`config.mk`:
```
export PLATFORM = sky130hd
export DESIGN_NAME = addr_window_decoder
export DESIGN_NICKNAME = d
export VERILOG_FILES = /design/src/rtl/awd_pkg.sv /design/src/rtl/awd_win_regs.sv /design/src/rtl/awd_win_match.sv /design/src/rtl/awd_prio_sel.sv /design/src/rtl/addr_window_decoder.sv
export SDC_FILE = /design/constraint.sdc
export NUM_CORES = 1
export LEC_CHECK = 0
export BUFFER_PORTS_ARGS = -buffer_cell sky130_fd_sc_hd__buf_2
export CAP_MARGIN = 20
export CORE_MARGIN = 5
export CORE_UTILIZATION = 61
export DETAILED_ROUTE_END_ITERATION = 10
export GPL_TIMING_DRIVEN = 0
export PLACE_DENSITY = 0.89
export SLEW_MARGIN = 20
export SYNTH_ARGS = -nofsm -noshare
export SYNTH_HDL_FRONTEND = slang
export SYNTH_SLANG_ARGS = --single-unit
export TNS_END_PERCENT = 100
```
`constraint.sdc`:
```
create_clock -name clk -period 5.08 [get_ports clk]
set_input_delay 0.762 -clock clk [delete_from_list [all_inputs] [get_ports clk]]
set_output_delay 0.762 -clock clk [all_outputs]
set_load 0.03 [all_outputs]
```
`src/rtl/awd_pkg.sv`:
```
`timescale 1ns/1ps
package awd_pkg;
  localparam int ADDR_W     = 32;
  localparam int PAGE_SHIFT = 16;
  localparam int MASK_W     = ADDR_W - PAGE_SHIFT;
  localparam int TGT_W      = 4;
  localparam int ATTR_W     = 8;

  typedef struct packed {
    logic              en;
    logic [MASK_W-1:0] base;
    logic [MASK_W-1:0] size;
    logic [TGT_W-1:0]  tgt;
    logic [ATTR_W-1:0] attr;
  } win_cfg_t;
endpackage

```
`src/rtl/awd_win_regs.sv`:
```
`timescale 1ns/1ps
module awd_win_regs #(
  parameter int NUM_WIN = 6,
  parameter int IDX_W   = 3
) (
  input  logic                             clk,
  input  logic                             rst_n,
  input  logic                             wr_en,
  input  logic [IDX_W-1:0]                 wr_idx,
  input  awd_pkg::win_cfg_t                wr_cfg,
  output awd_pkg::win_cfg_t [NUM_WIN-1:0]  cfg_o
);
  for (genvar i = 0; i < NUM_WIN; i++) begin : g_win
    awd_pkg::win_cfg_t cur_q, nxt;
    logic              load;

    assign load = wr_en && (wr_idx == IDX_W'(i));

    always_comb begin
      nxt = cur_q;
      if (load) nxt = wr_cfg;
    end

    always_ff @(posedge clk or negedge rst_n) begin
      if (!rst_n) cur_q <= '0;
      else if (load) cur_q <= nxt;
    end

    assign cfg_o[i] = cur_q;
  end
endmodule

```
`src/rtl/awd_win_match.sv`:
```
`timescale 1ns/1ps
module awd_win_match (
  input  awd_pkg::win_cfg_t               cfg,
  input  logic [awd_pkg::MASK_W-1:0]      page,
  output logic                            hit,
  output logic                            size_bad
);
  localparam int MW = awd_pkg::MASK_W;
  logic [MW-1:0] size_inc;
  logic [MW-1:0] diff;

  always_comb begin
    size_inc = cfg.size + MW'(1);
    size_bad = |(cfg.size & size_inc);
    diff     = (page ^ cfg.base) & ~cfg.size;
    hit      = cfg.en && !size_bad && (diff == '0);
  end
endmodule

```
`src/rtl/awd_prio_sel.sv`:
```
`timescale 1ns/1ps
module awd_prio_sel #(
  parameter int NUM_WIN = 6,
  parameter int IDX_W   = 3
) (
  input  logic [NUM_WIN-1:0] hits,
  output logic               any,
  output logic [IDX_W-1:0]   idx,
  output logic               multi
);
  always_comb begin
    any = |hits;
    idx = '0;
    for (int i = NUM_WIN - 1; i >= 0; i--) begin
      if (hits[i]) idx = IDX_W'(i);
    end
    multi = |(hits & (hits - NUM_WIN'(1)));
  end
endmodule

```
`src/rtl/addr_window_decoder.sv`:
```
`timescale 1ns/1ps
module addr_window_decoder #(
  parameter int                        NUM_WIN     = 6,
  parameter logic [awd_pkg::TGT_W-1:0] DEFAULT_TGT = 4'hF,
  localparam int                       IDX_W       = (NUM_WIN > 1) ? $clog2(NUM_WIN) : 1
) (
  input  logic                          clk,
  input  logic                          rst_n,
  input  logic                          cfg_we,
  input  logic [IDX_W-1:0]              cfg_idx,
  input  logic                          cfg_en,
  input  logic [awd_pkg::MASK_W-1:0]    cfg_base,
  input  logic [awd_pkg::MASK_W-1:0]    cfg_size,
  input  logic [awd_pkg::TGT_W-1:0]     cfg_tgt,
  input  logic [awd_pkg::ATTR_W-1:0]    cfg_attr,
  input  logic                          req_valid,
  input  logic [awd_pkg::ADDR_W-1:0]    req_addr,
  output logic                          rsp_valid,
  output logic                          rsp_hit,
  output logic [IDX_W-1:0]              rsp_win,
  output logic [awd_pkg::TGT_W-1:0]     rsp_tgt,
  output logic [awd_pkg::ATTR_W-1:0]    rsp_attr,
  output logic                          rsp_overlap,
  output logic [NUM_WIN-1:0]            size_err
);
  import awd_pkg::*;

  win_cfg_t                 wr_cfg;
  win_cfg_t [NUM_WIN-1:0]   cfg;
  logic [MASK_W-1:0]        page;
  logic [NUM_WIN-1:0]       hits;
  logic                     any_hit;
  logic                     multi_hit;
  logic [IDX_W-1:0]         win_idx;
  win_cfg_t                 sel_cfg;

  logic                     hit_n, ovl_n;
  logic [IDX_W-1:0]         win_n;
  logic [TGT_W-1:0]         tgt_n;
  logic [ATTR_W-1:0]        attr_n;

  assign wr_cfg = '{en: cfg_en, base: cfg_base, size: cfg_size,
                    tgt: cfg_tgt, attr: cfg_attr};

  awd_win_regs #(.NUM_WIN(NUM_WIN), .IDX_W(IDX_W)) u_regs (
    .clk    (clk),
    .rst_n  (rst_n),
    .wr_en  (cfg_we),
    .wr_idx (cfg_idx),
    .wr_cfg (wr_cfg),
    .cfg_o  (cfg)
  );

  assign page = req_addr[ADDR_W-1:PAGE_SHIFT];

  for (genvar i = 0; i < NUM_WIN; i++) begin : g_match
    awd_win_match u_match (
      .cfg      (cfg[i]),
      .page     (page),
      .hit      (hits[i]),
      .size_bad (size_err[i])
    );
  end

  awd_prio_sel #(.NUM_WIN(NUM_WIN), .IDX_W(IDX_W)) u_prio (
    .hits  (hits),
    .any   (any_hit),
    .idx   (win_idx),
    .multi (multi_hit)
  );

  always_comb begin
    sel_cfg = '0;
    for (int i = 0; i < NUM_WIN; i++) begin
      if (win_idx == IDX_W'(i)) sel_cfg = cfg[i];
    end
  end

  // Next-state for the response fields
  always_comb begin
    hit_n  = any_hit;
    ovl_n  = any_hit && multi_hit;
    if (any_hit) begin
      win_n  = win_idx;
      tgt_n  = sel_cfg.tgt;
      attr_n = sel_cfg.attr;
    end else begin
      win_n  = '0;
      tgt_n  = DEFAULT_TGT;
      attr_n = '0;
    end
  end

  always_ff @(posedge clk or negedge rst_n) begin
    if (!rst_n) rsp_valid <= 1'b0;
    else        rsp_valid <= req_valid;
  end

  always_ff @(posedge clk or negedge rst_n) begin
    if (!rst_n) begin
      rsp_hit     <= 1'b0;
      rsp_win     <= '0;
      rsp_tgt     <= DEFAULT_TGT;
      rsp_attr    <= '0;
      rsp_overlap <= 1'b0;
    end else if (req_valid) begin
      rsp_hit     <= hit_n;
      rsp_win     <= win_n;
      rsp_tgt     <= tgt_n;
      rsp_attr    <= attr_n;
      rsp_overlap <= ovl_n;
    end
  end
endmodule

```
# ---- Yosys cells after proc, flatten, opt, wreduce, memory -nomap -nowiden
# Index checks and enable logic that the tools add are counted.
dict set report op_classes {
  n_reduce_logical 41
  shifts 0
  n_bitwise 25
  eq_ne 10
  n_lt_le_gt_ge 0
  n_mux 15
  n_div 0
  n_addsub 7
  mul 0
}
# cell n
set op_table {}
lappend op_table {{$and 16x16->16} 12}
lappend op_table {{$add 16x1->16 const B} 6}
lappend op_table {{$logic_not 16->1} 6}
lappend op_table {{$not 16->16} 6}
lappend op_table {{$reduce_or 16->1} 6}
lappend op_table {{$xor 16x16->16} 6}
lappend op_table {{$mux 12} 6}
lappend op_table {{$mux 3} 7}
lappend op_table {{$logic_and 1x1->1} 19}
lappend op_table {{$eq 3x2->1 const B} 4}
lappend op_table {{$eq 3x3->1 const B} 4}
lappend op_table {{$reduce_or 6->1} 2}
lappend op_table {{$mux 8} 1}
lappend op_table {{$and 6x6->6} 1}
lappend op_table {{$eq 3x1->1 const B} 2}
lappend op_table {{$logic_not 1->1} 6}
lappend op_table {{$logic_not 3->1} 2}
lappend op_table {{$sub 6x1->6 const B} 1}
lappend op_table {{$mux 4} 1}
dict set report totals {
  mem_bits_ro 0
  wordCells 134
  latchBits 0
  output_inout_bits 24
  reg_bits 288
  n_memories 0
  ram_bits 0
}

# ---- Depth between registers and ports, before layout
# Gate-level depths: netlist (run 1).
dict set report logic_depth {
  depth_word 20
  depth_mapped 13
  mapped_depth_nobuf 9
}

# ---- By module
# From an unflattened synthesis (run 1), not the netlist that was laid out.
dict set report hier_totals {
  cells_unflattened 1055
  hier_area_um2 13865.8
}
# module area_each_um2 cells_each seq_area_each_um2 instances
set modules_own_cells {}
lappend modules_own_cells {awd_win_regs 10118.5 574 6756.5 1}
lappend modules_own_cells {awd_win_match 367.9 51 0.0 6}
lappend modules_own_cells {addr_window_decoder 1452.6 158 455.4 1}
lappend modules_own_cells {awd_prio_sel 87.6 17 0.0 1}

# ---- Worst setup path before layout (run 1)
# No wires, ideal clock.
dict set report synth_path {
  path_kind {input -> register}
  startpoint {input port req_addr[21] in the netlist's numbering}
  endpoint {register rsp_attr[3] in the netlist's numbering}
  arrival_ps 3092
  setup_ps 127
  setup_slack_ps 1861
  stages 13
  n_path_buf 4
  path_cell_list {buf_6 > xnor2_4 > o22ai_1 > or4_1 > or3_1 > buf_6 > nor2_4 > o311a_1 > buf_6 > buf_12 > mux2_2 > a22oi_1 > o21ai_1}
}
dict set report synth_between {
  elab_chain_len 18
}
# element line_no
set synth_rtl {}
lappend synth_rtl {{start: declaration} addr_window_decoder.sv:17} ;# input logic [awd_pkg::ADDR_W-1:0] req_addr,
lappend synth_rtl {{$xor 16x16->16} awd_win_match.sv:15} ;# diff = (page ^ cfg.base) & ~cfg.size;
lappend synth_rtl {{$and 16x16->16} awd_win_match.sv:15}
lappend synth_rtl {{$logic_not 16->1} awd_win_match.sv:16} ;# hit = cfg.en && !size_bad && (diff == '0);
lappend synth_rtl {{$logic_and 1x1->1} awd_win_match.sv:16}
lappend synth_rtl {{$mux 3 (6 in series)} awd_prio_sel.sv:15} ;# if (hits[i]) idx = IDX_W'(i);
lappend synth_rtl {{$logic_not 3->1} addr_window_decoder.sv:75} ;# if (win_idx == IDX_W'(i)) sel_cfg = cfg[i];
lappend synth_rtl {{$mux 12 (6 in series)} addr_window_decoder.sv:75}
lappend synth_rtl {{$mux 8 *} addr_window_decoder.sv:83} ;# if (any_hit) begin
lappend synth_rtl {{end signal: assignment} addr_window_decoder.sv:110} ;# rsp_attr <= attr_n;
lappend synth_rtl {{end: declaration} addr_window_decoder.sv:22} ;# output logic [awd_pkg::ATTR_W-1:0] rsp_attr,
# Mark *: on every way between the ends. The rest lies on a longest branch, timed or not.
# A chain may end at the register's enable or synchronous reset.

# ---- Worst setup path in the final report (run 1)
dict set report layout_path {
  startpoint {register u_regs.g_win[5].cur_q, in the netlist u_regs.cfg_o[237]}
  endpoint {output port size_err[5]}
}
dict set report layout_between {
  elab_chain_len 3
}
# element line_no
set layout_rtl {}
lappend layout_rtl {{start: declaration} awd_win_regs.sv:14} ;# awd_pkg::win_cfg_t cur_q, nxt;
lappend layout_rtl {{start signal: assignment} awd_win_regs.sv:26} ;# else if (load) cur_q <= nxt;
lappend layout_rtl {{$add 16x1->16} awd_win_match.sv:13} ;# size_inc = cfg.size + MW'(1);
lappend layout_rtl {{$and 16x16->16 *} awd_win_match.sv:14} ;# size_bad = |(cfg.size & size_inc);
lappend layout_rtl {{$reduce_or 16->1 *} awd_win_match.sv:14}
lappend layout_rtl {{end: declaration} addr_window_decoder.sv:24} ;# output logic [NUM_WIN-1:0] size_err
# Marks and branches as above.

==> metrics.json, run 1 <==
{
  "synth": {
    "post_synth_num_cell_types": 75,
    "post_synth_main_area_contributors": "dfrtp_1, mux2_2, xnor2_1",
    "synth-edff-count": 0,
    "synthArstFlopShare": 1.00,
    "postSynthRegisterBits": 288,
    "netlist.area_leader.share": 0.497,
    "synth_warnings": 0,
    "synthMostInstantiatedCell": "dfrtp_1",
    "syn_avg_cell_area_sq_um": 12.3,
    "yosys_most_used_dff": "dfrtp_1",
    "count_of_mapped_cells_out_of_synthesis": 1167,
    "synth_fp_nets": 1251,
    "synth.cells.most_frequent": "dfrtp_1, mux2_2, xnor2_1",
    "synth-seq-area-share": 0.504,
    "yosysTopAreaCell": "dfrtp_1",
    "netlist_area_sq_mm": 0.0143
  },
  "clocking": {
    "worstSkewPairLatency_ns": 0.58,
    "cts_buffers": 30,
    "postCtsSetupRepairBufs": 0,
    "cts-resized-gates": 0,
    "clkSinkCount": 288,
    "hold_buffers": 0,
    "h-tree-depth": 1,
    "cts.clk_slew.worst_paths_ns": 0.06,
    "clk_path_buf_depth": 3,
    "cts_tree": "yes",
    "cts_root_buf": "clkbuf_16"
  },
  "finish": {
    "post_route_cells_drive_above_1_share": 0.357,
    "layout.nets": 1360,
    "area_growth_syn_to_layout_pct": 13.0,
    "final_util": 0.695,
    "antenna_cells_inserted": 0,
    "cell_count_final_fillers_out": 1619
  },
  "die": {
    "design.portCount": 108,
    "placementRows": 56,
    "die_area_sq_mm": 0.0266,
    "die-height_um": 163,
    "core_area_sq_mm": 0.0233,
    "starting_density_of_the_core": 0.615,
    "chipWidth_um": 163
  },
  "sta": {
    "rsz0062_at_grt": "false",
    "setup_viol": 0,
    "final-max-slew-violation-count": 0,
    "fmax_ghz": 0.283,
    "hold_viol_final": 0,
    "worst_slew_pin_slew_ns": 1.03,
    "timing.max_slew.rel_slack": 0.304,
    "period_share": 0.696,
    "final.setup.tns_ns": 0,
    "hold_ws_ns": 0.227,
    "timing.final.crit_period_ns": 3.54,
    "final.setup_skew_ns": 0.0304
  },
  "pwr": {
    "totalPowerFinal_w": 0.00687,
    "seq_power_share": 0.472,
    "power.ir.vdd_worst_mv": 0.329,
    "p_sw_w": 0.00208,
    "power_share_of_the_clock_group": 0.319,
    "comb_power_share": 0.209,
    "cellPowerDensity_mw_per_mm2": 425,
    "leakagePower_nw": 6.52,
    "switching_share": 0.303,
    "internal_power_w": 0.00479
  },
  "setup_path": {
    "worstPathRequired_ns": 4.32,
    "worstSetupStartpoint": "u_regs.cfg_o[237]",
    "timing.setup.critical_path_class": "reg -> out",
    "setup_crit_start_kind": "register",
    "arrival_ns": 2.77,
    "critical_path.endpoint_type": "primary output",
    "highest_net_fanout_along_the_worst_path": 5,
    "startpoint_of_the_worst_register_to_register_path": "u_regs.cfg_o[237]"
  },
  "detailed_routing": {
    "drtAntennaViolNets": 0,
    "drt_first_iter_violations": 1034,
    "drt_first_pass_iters": 5,
    "detail_route.wl_per_cell_um": 25.9,
    "vias_per_cell": 6.49,
    "wire_length_reported_by_the_detailed_router_um": 42000,
    "via_count": 10500,
    "route.detailed.drc": 0
  },
  "grt": {
    "antenna_found_initial": 0,
    "grt_first_pass_wirelength_um": 64800,
    "groute.usage.overall": 0.319,
    "global_route.overflow_total": 0,
    "pin_count_of_the_biggest_net_entering_global_routing": 102,
    "grt_pass1_vias": 10800
  },
  "status": {
    "run_status": "complete, no violations"
  },
  "run": {
    "number_of_max_capacitance_violations_reported": 0
  },
  "place": {
    "dp_cells": 1563,
    "placement.io_buffers": 74,
    "dp_hpwl_um": 29400,
    "place.gp.congestion": 0.920
  },
  "min_path": {
    "hold_path_class": "in -> async"
  }
}
[routing by layer]
metal | global-route usage | up-vias | wire length (um)
met5 | 0 | - | 0
met4 | 0.152 | 0 | 2540
met3 | 0.0469 | 138 | 2850
met2 | 0.517 | 496 | 19600
met1 | 0.425 | 5322 | 16900
li1 | - | 4544 | -
[cells by family (layout without fill, tap and decap cells)]
family | after synthesis | count (layout) | share of synthesized area
adders and majority gates | 1 | 1 | 0.000700
DFF | 288 | 288 | 0.504
and+or+nand+nor | 216 | 216 | 0.0799
xor gates and xnor gates | 96 | 96 | 0.0617
buffers and inverters | 75 | 208 | 0.0285
AOI/OAI and AO/OA | 209 | 209 | 0.103
muxes | 282 | 282 | 0.222
[flip-flops by register name, indices dropped and copies added (netlist names)]
register      count
rsp_attr          8
rsp_valid         1
rsp_tgt           4
rsp_hit           1
rsp_win           3
rsp_overlap       1
u_regs.cfg_o    270
[cell usage in the layout, fill, tap and decap left out, types with 6 or more instances in the layout]
cell type,n
o211ai_1,7
clkinv_2,6
a211oi_2,6
xnor2_1,92
clkbuf_1,36
dfrtp_1,284
clkbuf_16,30
mux2i_1,7
mux2_2,266
o22ai_1,75
nor2_1,41
buf_6,7
inv_1,16
nand2_1,53
buf_4,7
a21oi_1,11
nor3_1,23
nor2b_1,9
nand4_1,9
or4_1,7
nor4_1,18
clkbuf_8,8
o31ai_1,6
buf_2,85
or2_2,6
nand3_1,14
o21ai_0,46
[worst max-delay path: stages (launching register included)]
cell and delay [ns]:
dfrtp_1 0.44, nand3_1 0.12, or3_4 0.43, o21ai_0 0.19, nand4b_1 0.52, buf_4 0.34
buf_2 0.17
[cell type report]
class	instances	area, sq um
clock inverter	12	109
sequential	288	7210
fill	1727	7100
timing repair buffer	77	463
multi-input combinational	804	6690
inverter	16	60.1
clock buffer	44	883
tap	319	399
buffer	59	348
[power groups by stage]
| stage | logic, W | clock network (W) | registers [W] |
|---|---|---|---|
| detailed placement | 0.00141 | 0 | 0.00326 |
| global route | 0.00155 | 0.00231 | 0.00330 |
| finish | 0.00144 | 0.00219 | 0.00324 |
| floorplan | 0.00106 | 0 | 0.00311 |
| CTS | 0.00142 | 0.00221 | 0.00323 |
| global placement | 0.00136 | 0 | 0.00323 |
[metrics by stage]
stage / area, sq um / worst slack (ns)
floorplan: 14300 / 1.86
global placement: 15100 / -1.84
detailed placement: 15200 / 1.15
CTS: 16200 / 1.59
global route: 16200 / 1.46
finish: 16200 / 1.54
[path summary, 6_finish.rpt]
path                       slack [ns]  depth (start not counted)          endpoint
max in group asynchronous        3.60                          4  u_regs.cfg_o[16]
setup reg to reg                 1.56                         11       rsp_attr[3]
min in group clk                 0.35                          1         rsp_valid
hold / removal                   0.23                          2   u_regs.cfg_o[2]
setup / recovery                 1.54                          6       size_err[5]
hold reg to reg                  0.48                          1       rsp_overlap
Note: power is estimated with default switching activity, not from simulation.
==> run 2, diff against run 1 <==
--- a/config.mk
+++ b/config.mk
@@ -8,10 +8,10 @@
 export BUFFER_PORTS_ARGS = -buffer_cell sky130_fd_sc_hd__buf_2
 export CAP_MARGIN = 20
 export CORE_MARGIN = 5
-export CORE_UTILIZATION = 61
+export CORE_UTILIZATION = 55
 export DETAILED_ROUTE_END_ITERATION = 10
 export GPL_TIMING_DRIVEN = 0
-export PLACE_DENSITY = 0.89
+export PLACE_DENSITY = 0.85
 export SLEW_MARGIN = 20
 export SYNTH_ARGS = -nofsm -noshare
 export SYNTH_HDL_FRONTEND = slang
==> constraint.sdc (replaced) <==
create_clock -name clk -period 2.9 [get_ports clk]
set_input_delay 0.435 -clock clk [delete_from_list [all_inputs] [get_ports clk]]
set_output_delay 0.435 -clock clk [all_outputs]
set_load 0.03 [all_outputs]
==> run 2 against run 1 <==
Effect of this change: the flow now finishes with violations (negative setup slack); worst hold slack got worse by 0.19 ns; cell area rose by 5.7%; global-route usage fell by 2.6 points; register-to-register slack got worse by 1.6 ns; non-clock buffer count rose by 39; combinational power rose by 94%; sequential share of layout area fell by 2.3 points; worst setup slack got worse by 1.6 ns; final cell count rose by 3.4%; via count rose by 1.9%; die area rose by 10%; critical path type is now reg -> reg; largest power group unchanged.
==> metrics.json, run 2 (synthesis gave the netlist of run 1 again) <==
{
  "finish": {
    "number_of_flip_flops_under_the_largest_register_name": {"value": 270, "change": "unchanged"},
    "area_growth_syn_to_layout_pct": 19.4,
    "stdcell_area": {"value": 0.0171, "unit": "sq mm", "change": "+5.7%"},
    "post_route_cells_drive_above_1_share": {"value": 0.427, "change": "+0.0703"},
    "layout.cells.most_common": "dfrtp_1",
    "layout.nets": {"value": 1399, "change": "+2.9%"},
    "antenna_cells_inserted": {"value": 0, "change": "unchanged"},
    "mostFrequentLayoutCells": "dfrtp_1, mux2_2, buf_2"
  },
  "detailed_routing": {
    "wire_length_reported_by_the_detailed_router": {"value": 43600, "unit": "um", "change": "+4.0%"},
    "drt_first_iter_violations": {"value": 1006, "change": "-2.7%"},
    "via_count": {"value": 10700, "change": "+1.9%"},
    "drtAntennaViolNets": {"value": 0, "change": "unchanged"},
    "vias_per_cell": {"value": 6.39, "change": "-1.4%"},
    "drt_first_pass_iters": {"value": 5, "change": "unchanged"},
    "route.detailed.drc": {"value": 0, "change": "unchanged"},
    "detail_route.wl_per_cell": {"value": 26.1, "unit": "um", "change": "+0.56%"}
  },
  "clocking": {
    "cts_buffers": {"value": 30, "change": "unchanged"},
    "clkSinkCount": {"value": 288, "change": "unchanged"},
    "cts_tree": "yes",
    "worstSkewPairLatency": {"value": 0.58, "unit": "ns", "change": "about the same"},
    "cts_root_buf": "clkbuf_16",
    "clk_path_buf_depth": {"value": 3, "change": "unchanged"},
    "h-tree-depth": {"value": 1, "change": "unchanged"},
    "cts.clk_slew.worst_paths": {"value": 0.07, "unit": "ns", "change": "about the same"}
  },
  "place": {
    "pre_cts_ws": {"value": -0.853, "unit": "ns", "change": "-2.00 ns"},
    "placement.io_buffers": {"value": 74, "change": "unchanged"},
    "place.gp.congestion": {"value": 0.949, "change": "+3.2%"},
    "placedInstanceArea": {"value": 0.0152, "unit": "sq mm", "change": "+0.18%"},
    "dp_hpwl": {"value": 29900, "unit": "um", "change": "+1.7%"}
  },
  "setup_path": {
    "setup_crit_start_kind": "register",
    "timing.setup.critical_path_class": "reg -> reg",
    "arrival": {"value": 3.36, "unit": "ns", "change": "+0.59 ns"},
    "critical_path.endpoint_type": "register",
    "worstPathRequired": {"value": 3.34, "unit": "ns", "change": "-0.98 ns"},
    "highest_net_fanout_along_the_worst_path": {"value": 10, "change": "+5"}
  },
  "status": {
    "run_status": "finished, violations left",
    "violations": "negative setup slack"
  },
  "sta": {
    "final.setup_skew": {"value": 0.0357, "unit": "ns", "change": "+0.00531 ns"},
    "fmax_ghz": 0.342,
    "postLayoutSetupSlackWorst": {"value": -0.0240, "unit": "ns", "change": "-1.57 ns"},
    "timing.final.crit_period_ns": 2.92,
    "timing.max_slew.rel_slack": {"value": 0.342, "change": "+0.0386"},
    "final-max-slew-violation-count": {"value": 0, "change": "unchanged"},
    "setup_viol": {"value": 2, "change": "+2"},
    "worst_slew_pin_slew": {"value": 0.987, "unit": "ns", "change": "-0.0444 ns"},
    "rsz0062_at_grt": "true",
    "hold_viol_final": {"value": 0, "change": "unchanged"},
    "period_share": 1.01,
    "final.setup.tns": {"value": -0.0256, "unit": "ns", "change": "-0.0256 ns"},
    "hold_ws": {"value": 0.0350, "unit": "ns", "change": "-0.192 ns"}
  },
  "pwr": {
    "cellPowerDensity": {"value": 746, "unit": "mW/mm^2", "change": "+75%"},
    "leakagePower": {"value": 6.95, "unit": "nW", "change": "+6.6%"},
    "totalPowerFinal": {"value": 0.0127, "unit": "W", "change": "+85%"},
    "power.ir.vdd_worst": {"value": 0.523, "unit": "mV", "change": "+59%"}
  },
  "die": {
    "die_area": {"value": 0.0293, "unit": "sq mm", "change": "+10%"},
    "placementRows": {"value": 59, "change": "+5.4%"},
    "core_area": {"value": 0.0258, "unit": "sq mm", "change": "+11%"},
    "die-height": {"value": 171, "unit": "um", "change": "+5.0%"},
    "starting_density_of_the_core": {"value": 0.554, "change": "-0.0613"},
    "chipWidth": {"value": 171, "unit": "um", "change": "+5.0%"},
    "design.portCount": {"value": 108, "change": "unchanged"}
  },
  "grt": {
    "groute.usage.overall": {"value": 0.293, "change": "-0.0258"},
    "global_route.overflow_total": {"value": 0, "change": "unchanged"},
    "antenna_found_initial": {"value": 0, "change": "unchanged"},
    "grt_pass1_vias": {"value": 10700, "change": "-0.48%"},
    "grt_first_pass_wirelength": {"value": 64800, "unit": "um", "change": "+0.13%"},
    "pin_count_of_the_biggest_net_entering_global_routing": {"value": 92, "change": "-9.8%"}
  },
  "run": {
    "number_of_max_capacitance_violations_reported": {"value": 0, "change": "unchanged"}
  },
  "min_path": {
    "hold_path_class": "in -> reg"
  }
}
## run 2: worst paths after layout
kind | start | end | slack [ns] | cells after the start
worst min register to register | rsp_hit | rsp_hit | 0.48 | 1
worst max-delay path | u_regs.cfg_o[42] | rsp_attr[1] | -0.02 | 10
worst min-delay path | req_valid | rsp_valid | 0.03 | 1
worst max register to register | u_regs.cfg_o[42] | rsp_attr[1] | -0.02 | 10
min in group asynchronous | rst_n | u_regs.cfg_o[6] | 0.36 | 2
max in group asynchronous | rst_n | u_regs.cfg_o[242] | 1.41 | 4
## run 2: worst max-delay path, stage by stage (launching register included)
cell and delay [ns]:
dfrtp_1 0.39, xnor2_1 0.28, o22ai_1 0.14, nor4_1 0.36, nand3_1 0.28, or2_1 0.33, buf_4 0.19, o21ai_4 0.11
o31a_1 0.32, o21ai_1 0.12, o31ai_1 0.27
## run 2: power by group
part | switching, W | internal [W]
Clock | 0.00169 | 0.00258
Combinational | 0.00131 | 0.00148
Sequential | 0.000830 | 0.00486
Total | 0.00383 | 0.00891
## run 2: repair_timing
item | 4_1_cts | 5_1_grt
hold endpoints to repair | 35 | 0
buffers inserted | 27 | 12
pin swaps | 17 | 31
setup endpoints to repair | 19 | 20
hold buffers | 1 | 0
gates resized for setup | 42 | 59
## run 2: through the flow
| stage | utilization | instances |
|---|---|---|
| 6_report | 0.661 | 1674 |
| 3_5_place_dp | 0.588 | 1579 |
| 4_1_cts | 0.647 | 1662 |
| 5_1_grt | 0.661 | 1674 |
| 3_3_place_gp | 0.584 | 1576 |
| 2_1_floorplan | - | 1167 |
## run 2: layout make-up
cell class | instances | area, sq um
buffer | 58 | 340
tap | 335 | 419
timing repair buffer | 117 | 788
fill | 1894 | 8750
multi-input combinational | 804 | 7160
clock buffer | 41 | 842
inverter | 16 | 60.1
sequential | 288 | 7220
clock inverter | 15 | 250
## run 2: metal layers
metal,wire length (um),up-vias,share of wire,global-route usage
met5,0,-,0,0
met4,2390,0,0.055,0.137
met3,3530,122,0.081,0.0536
met2,20400,523,0.47,0.466
met1,17400,5441,0.40,0.393
li1,-,4616,-,-
